$ cat src/rtl/fbg_pkg.sv
package fbg_pkg;
  localparam int CFG_W        = 32;
  localparam int CFG_STEP_LSB = 0;
  localparam int CFG_SCALE_LSB = 16;
  localparam int SCALE_W_MAX  = 12;
  localparam int STEP_W_MAX   = 16;
endpackage

$ cat src/rtl/fbg_cfg_reg.sv
module fbg_cfg_reg
  import fbg_pkg::*;
#(
  parameter int SCALE_W = 12,
  parameter int STEP_W  = 16
) (
  input  logic               clk,
  input  logic               rst_n,
  input  logic               cfg_wr,
  input  logic [CFG_W-1:0]   cfg_word,
  output logic [SCALE_W-1:0] scale_q,
  output logic [STEP_W-1:0]  step_q
);
  function automatic logic [SCALE_W-1:0] pick_scale(input logic [CFG_W-1:0] w);
    return w[CFG_SCALE_LSB +: SCALE_W];
  endfunction

  function automatic logic [STEP_W-1:0] pick_step(input logic [CFG_W-1:0] w);
    return w[CFG_STEP_LSB +: STEP_W];
  endfunction

  always_ff @(posedge clk) begin
    if (!rst_n) begin
      scale_q <= '0;
      step_q  <= '0;
    end else if (cfg_wr) begin
      scale_q <= pick_scale(cfg_word);
      step_q  <= pick_step(cfg_word);
    end
  end
endmodule

$ cat src/rtl/fbg_prescaler.sv
module fbg_prescaler #(
  parameter int SCALE_W = 12
) (
  input  logic               clk,
  input  logic               rst_n,
  input  logic               en,
  input  logic               clr,
  input  logic [SCALE_W-1:0] scale,
  output logic               adv
);
  logic [SCALE_W-1:0] cnt;
  logic               at_end;

  assign at_end = (cnt == scale);
  assign adv    = en & ~clr & at_end;

  always_ff @(posedge clk) begin
    if (!rst_n)      cnt <= '0;
    else if (clr)    cnt <= '0;
    else if (en)     cnt <= at_end ? '0 : cnt + 1'b1;
  end
endmodule

$ cat src/rtl/fbg_phase_acc.sv
module fbg_phase_acc #(
  parameter int STEP_W = 16
) (
  input  logic              clk,
  input  logic              rst_n,
  input  logic              clr,
  input  logic              adv,
  input  logic [STEP_W-1:0] step,
  output logic              carry,
  output logic              tick
);
  localparam int ACC_W = STEP_W + 1;

  function automatic logic [ACC_W:0] acc_sum(input logic [ACC_W-1:0] a,
                                             input logic [STEP_W-1:0] s);
    return {1'b0, a} + {2'b00, s};
  endfunction

  logic [ACC_W-1:0] acc;
  logic [ACC_W:0]   nxt;

  assign nxt   = acc_sum(acc, step);
  assign carry = nxt[ACC_W];

  always_ff @(posedge clk) begin
    if (!rst_n) begin
      acc  <= '0;
      tick <= 1'b0;
    end else if (clr) begin
      acc  <= '0;
      tick <= 1'b0;
    end else begin
      tick <= adv & carry;
      if (adv) acc <= nxt[ACC_W-1:0];
    end
  end
endmodule

$ cat src/rtl/frac_baud_tick.sv
module frac_baud_tick
  import fbg_pkg::*;
#(
  parameter int SCALE_W = 12,
  parameter int STEP_W  = 16
) (
  input  logic        clk,
  input  logic        rst_n,
  input  logic        en,
  input  logic        cfg_wr,
  input  logic [31:0] cfg_word,
  output logic        tick
);
  logic [SCALE_W-1:0] scale_q;
  logic [STEP_W-1:0]  step_q;
  logic               adv;
  logic               carry;

  fbg_cfg_reg #(.SCALE_W(SCALE_W), .STEP_W(STEP_W)) u_cfg (
    .clk(clk), .rst_n(rst_n), .cfg_wr(cfg_wr), .cfg_word(cfg_word),
    .scale_q(scale_q), .step_q(step_q)
  );

  fbg_prescaler #(.SCALE_W(SCALE_W)) u_pre (
    .clk(clk), .rst_n(rst_n), .en(en), .clr(cfg_wr),
    .scale(scale_q), .adv(adv)
  );

  fbg_phase_acc #(.STEP_W(STEP_W)) u_acc (
    .clk(clk), .rst_n(rst_n), .clr(cfg_wr), .adv(adv),
    .step(step_q), .carry(carry), .tick(tick)
  );
endmodule

$ cat config.mk
export PLATFORM = sky130hd
export DESIGN_NAME = frac_baud_tick
export DESIGN_NICKNAME = d
export VERILOG_FILES = /design/src/rtl/fbg_pkg.sv /design/src/rtl/fbg_cfg_reg.sv /design/src/rtl/fbg_prescaler.sv /design/src/rtl/fbg_phase_acc.sv /design/src/rtl/frac_baud_tick.sv
export SDC_FILE = /design/constraint.sdc
export NUM_CORES = 1
export LEC_CHECK = 0
export ABC_AREA = 1
export BUFFER_PORTS_ARGS = -buffer_cell sky130_fd_sc_hd__buf_4
export CORE_ASPECT_RATIO = 1.5
export CORE_MARGIN = 2
export CORE_UTILIZATION = 55
export DETAILED_ROUTE_END_ITERATION = 12
export GPL_ROUTABILITY_DRIVEN = 0
export PLACE_DENSITY = 0.75
export SLEW_MARGIN = 20
export SYNTH_ARGS = -nofsm -noshare
export SYNTH_HDL_FRONTEND = slang
export SYNTH_SLANG_ARGS = --single-unit
export TNS_END_PERCENT = 5
$ cat constraint.sdc
create_clock -name clk -period 4.65 [get_ports clk]
set_input_delay 0.465 -clock clk [delete_from_list [all_inputs] [get_ports clk]]
set_output_delay 0.465 -clock clk [all_outputs]
set_load 0.01 [all_outputs]
After elaboration in Yosys (flattened, before gate mapping):

Index checks and enable logic that the tools add are counted.

* add/subtract/negate cells: 2
* $mul: 0
* divide/modulo/power cells: 0
* $lt $le $gt $ge: 0
* equal/unequal tests: 1
* shift-type cells: 0
* mux-type cells: 1
* bitwise operators: 5
* reduce and logical (&&, ||, !) cells: 1

Operators by type and width (count)
* 17-bit by 16-bit adder with 18-bit output: 1
* 12-bit by 1-bit adder with 12-bit output, second input constant: 1
* 12-bit == test: 1
* 12-bit two-way mux: 1
* 1-bit AND: 3
* 1-bit inverter: 2
* 2-bit OR reduction: 1

* bits in registers: 58
* bits in latches: 0
* memory bits (writable): 0
* ROM bits: 0
* input bits: 36
* word-level logic and storage cells: 15
* memories: 0

Depth between registers and ports, before layout:

* word-level depth: 4
* depth in mapped cells: 13
* depth with buffers taken out: 13

Hierarchy:

From an unflattened synthesis, not the netlist that was laid out.

* cells, all modules: 616
* area, all modules: 3777.4 µm²

Modules (own cells, without submodules)
* fbg_phase_acc: times used 1, cells each 293, area an instance 1710.4 µm²
* fbg_cfg_reg: times used 1, cells each 177, area an instance 1167.4 µm²
* fbg_prescaler: times used 1, cells each 146, area an instance 899.6 µm²

Worst setup path after synthesis:

Ideal clock, no wire load.

* path type: register to register
* from: register u_cfg.step_q[0]
* to: register u_acc.acc[14]
* setup time: 115 ps
* arrival: 1557 ps
* slack: 2978 ps
* stages on the path, launching flop included: 12
* buffers on the path: 0
* period minus slack after synthesis: 1672 ps
* cells stage by stage: dfxtp_1 > ha_1 > fa_1 > nand2_1 > nand2_1 > nand2_1 > o21ai_1 > nand2_1 > nand2_1 > nand2_1 > nand3_1 > and2_1

* cells in the longest elaborated chain, start to end: 1

Ends and longest elaborated chain
* from (decl): RTL line fbg_cfg_reg.sv:12 `output logic [STEP_W-1:0] step_q`
* from (signal assigned): RTL line fbg_cfg_reg.sv:28 `step_q <= pick_step(cfg_word);`
* 17-bit by 16-bit adder with 18-bit output: RTL line fbg_phase_acc.sv:16 `return {1'b0, a} + {2'b00, s};`
* to (signal assigned): RTL line fbg_phase_acc.sv:34 `if (adv) acc <= nxt[ACC_W-1:0];`
* to (decl): RTL line fbg_phase_acc.sv:19 `logic [ACC_W-1:0] acc;`

Every way passes these cells.
A chain may end at the register's enable or synchronous reset.

Worst setup path after layout:

Ends and elaborated chain as after synthesis.

==> summary.txt <==
via count - 3192
most common cell after layout, fill and taps aside - nand2_1
total gr overflow - 0
Slew @ Worst Pin - 0.5448 ns
clock period minus worst slack - 1.854 ns
first-pass GRT wire length - 13320 um
Root Buffer - clkbuf_8
TritonCTS clock tree - yes
CP max-delay cell - fa_1
Iter 0 DRT Violations - 146
drt total wl - 7919 um
Crit Path Category - reg2reg
die footprint - 6891 um^2
Port Buf Inserts - 32
Mapped Area - 3427 um^2
R2R cell count - 11
# setup viols final - 0
crit path capture type - flip-flop
Die W - 68.45 um
Diodes inserted - 0
CP Capture Point - u_acc.acc[14]
largest net degree at the start of global routing - 35
# rows - 35
Pleak - 1.852 nW
Post-DP Area - 3707 um^2
clock slew at reported path FFs - 0.07 ns
Crit Path Max Fanout - 3
RR Endpoint - u_acc.acc[14]
relative max-transition margin - 0.6364
type of the worst min-delay path - in2reg
fmax - 539.3 MHz
drt pass-1 iters - 5
Clock Skew - 0.009315 ns
Worst EP arrival - 2.10 ns
# hold bufs at CTS - 0
fin. max-slew vios - 0
CP max stage delay - 0.38 ns
fillers - 560
syn nets - 563
commonest cells after routing, fill and taps aside - nand2_1, nor2_1, dfxtp_1
area growth from synthesis to final layout - 13.18%
# H-tree levels - 3
CP required - 4.90 ns
final hold viol count - 0
worst skew pair latency - 0.35 ns
Buf/Inv on CP - 0
most used cell, CP - nand2_1
total power per unit cell area - 276.6 nW/um^2
final instance area - 3879 um^2
Post-DRT Antenna Nets - 0
Die Y - 100.7 um
CP startpoint kind - flip-flop
initial antenna violation count - 0
r2r setup slk - 2.80 ns
worst r2r src - u_cfg.step_q[0]
core area - 6087 um^2
Post-Layout Cell Count - 620
post-CTS setup buffer count - 0
clk buf depth - 2
Yosys cell types - 34
DP Worst Slack - 2.635 ns
Seq cells post-synth - 58
CP Launch Point - u_cfg.step_q[0]
drt via density - 5.148
mean post-synth cell area - 6.733 um^2
Placed Instances - 604
setup TNS - 0 ns
Worst path depth - 11
CTS Buf Count - 9
Gates resized, CTS repair - 0
Final #Nets - 595
HPWL Detailed - 5674 um
initial core utilization - 0.5630
cells along the critical path - ha_1 -> fa_1 -> nand2_1 -> nand2_1 -> nand2_1 -> o21ai_1 -> nand2_1 -> nand2_1 -> nand2_1 -> nand3_1 -> and2_1
RSZ-0062 raised after global routing - no
DRC Markers - 0
maxcap violations - 0
Syn Inst Count - 509
Top Family by Delay on Critical Path - simple AND/OR/NAND/NOR gates
setup ws final - 2.796 ns
Synth Warn # - 0
sequential fraction of the synthesis area - 0.3388
GRT Util Overall - 0.2579
Pwr Total - 1.073 mW
Clock Sinks - 58
# IOs - 37
Wirelength per Cell - 12.77 um
worst vdd ir - 0.1892 mV
layout cells sized above 1 - 0.1337
vias in the first global route - 3096
run status - finished, final reports clean
Tcrit/Tclk final - 0.3988
## where the power goes
part           total, mW  internal, mW  leakage, nW  switching [mW]
clock network      0.416         0.205       0.0851           0.211
registers          0.528         0.515        0.475          0.0125
logic              0.129        0.0535         1.29          0.0755
## flip-flops by register name, summed over array words and instances (netlist names)
register	flops
u_cfg.step_q	16
u_cfg.scale_q	12
u_acc.tick	1
u_acc.acc	17
u_pre.cnt	12
## kinds of logic (layout without fill, tap and decap cells)
| family | Yosys count | count (layout) | share of synthesized area |
|---|---|---|---|
| AO/OA/AOI/OAI | 71 | 71 | 0.1055 |
| XOR/XNOR | 19 | 19 | 0.04856 |
| adder cells (fa/ha/maj) | 18 | 18 | 0.06791 |
| buffers and inverters | 71 | 108 | 0.08360 |
| flip-flops | 58 | 58 | 0.3388 |
| AND/OR/NAND/NOR | 272 | 272 | 0.3556 |
## stage by stage
step	utilization	hold slack, ns
2_1_floorplan	-	0.4314
3_3_place_gp	0.6090	0.4568
3_5_place_dp	0.6090	0.4629
4_1_cts	0.6372	0.3292
5_1_grt	0.6372	0.3346
6_report	0.6372	0.3377
## synthesized netlist by cell type
cell      number  area share
xor2_1         9       0.023
nor3b_2        2      0.0073
nand2_1      134        0.15
or2_2          2      0.0037
nor2_4         5       0.016
clkinv_1       1      0.0011
clkbuf_1       9      0.0099
buf_4          2      0.0044
nand4_1        1      0.0018
nor2_2         3      0.0055
nor3_2         3      0.0088
nand3_2        2      0.0058
nand3_1       23       0.034
fa_1           1      0.0058
and2_1         8       0.015
a21oi_2        1      0.0026
nand3b_1       1      0.0022
nand3_4        1      0.0051
clkinv_4       1      0.0026
buf_6          1      0.0033
inv_2          1      0.0011
a21oi_1       35       0.051
nor3_1         2      0.0029
o21ai_1        3      0.0044
inv_1         56       0.061
xnor2_1       10       0.026
nor3b_1        2      0.0044
ha_1          17       0.062
o21bai_1       1      0.0022
nor2_1        79       0.087
nand2_2        2      0.0037
dfxtp_1       58        0.34
nand2_4        2      0.0066
o21ai_0       31       0.045
## worst register-to-register path: stages (launching register included)
cell	delay [ns]
dfxtp_1	0.33
ha_1	0.22
fa_1	0.38
nand2_1	0.10
nand2_1	0.07
nand2_1	0.09
o21ai_1	0.12
nand2_1	0.13
nand2_1	0.07
nand2_1	0.06
nand3_1	0.06
and2_1	0.13
## cell type report
cell class | instances | area, um^2 | area share
multi-input combinational | 380 | 1979 | 0.5103
clock buffer | 11 | 141.4 | 0.03645
clock inverter | 5 | 30.03 | 0.007742
inverter | 59 | 226.5 | 0.05839
tap | 74 | 92.59 | 0.02387
sequential | 58 | 1161 | 0.2994
timing repair buffer | 33 | 247.7 | 0.06387
## how the worst min path moves through the flow
stage,startpoint,endpoint,cells past startpoint
global route,cfg_word[9],u_cfg.step_q[9],3
finish,cfg_word[26],u_cfg.scale_q[10],3
CTS,cfg_word[2],u_cfg.step_q[2],3
global placement,u_cfg.scale_q[4],u_cfg.scale_q[4],2
floorplan,u_acc.acc[2],u_acc.acc[2],2
detailed placement,u_cfg.scale_q[2],u_cfg.scale_q[2],2
## routing by layer
layer,vias to the layer above,part of all wire,global-route usage
li1,1666,-,-
met1,1455,0.41,0.2691
met2,54,0.53,0.4712
met3,17,0.031,0.05475
met4,0,0.030,0.1169
met5,-,0,0
Note: power is estimated with default switching activity, not from simulation.
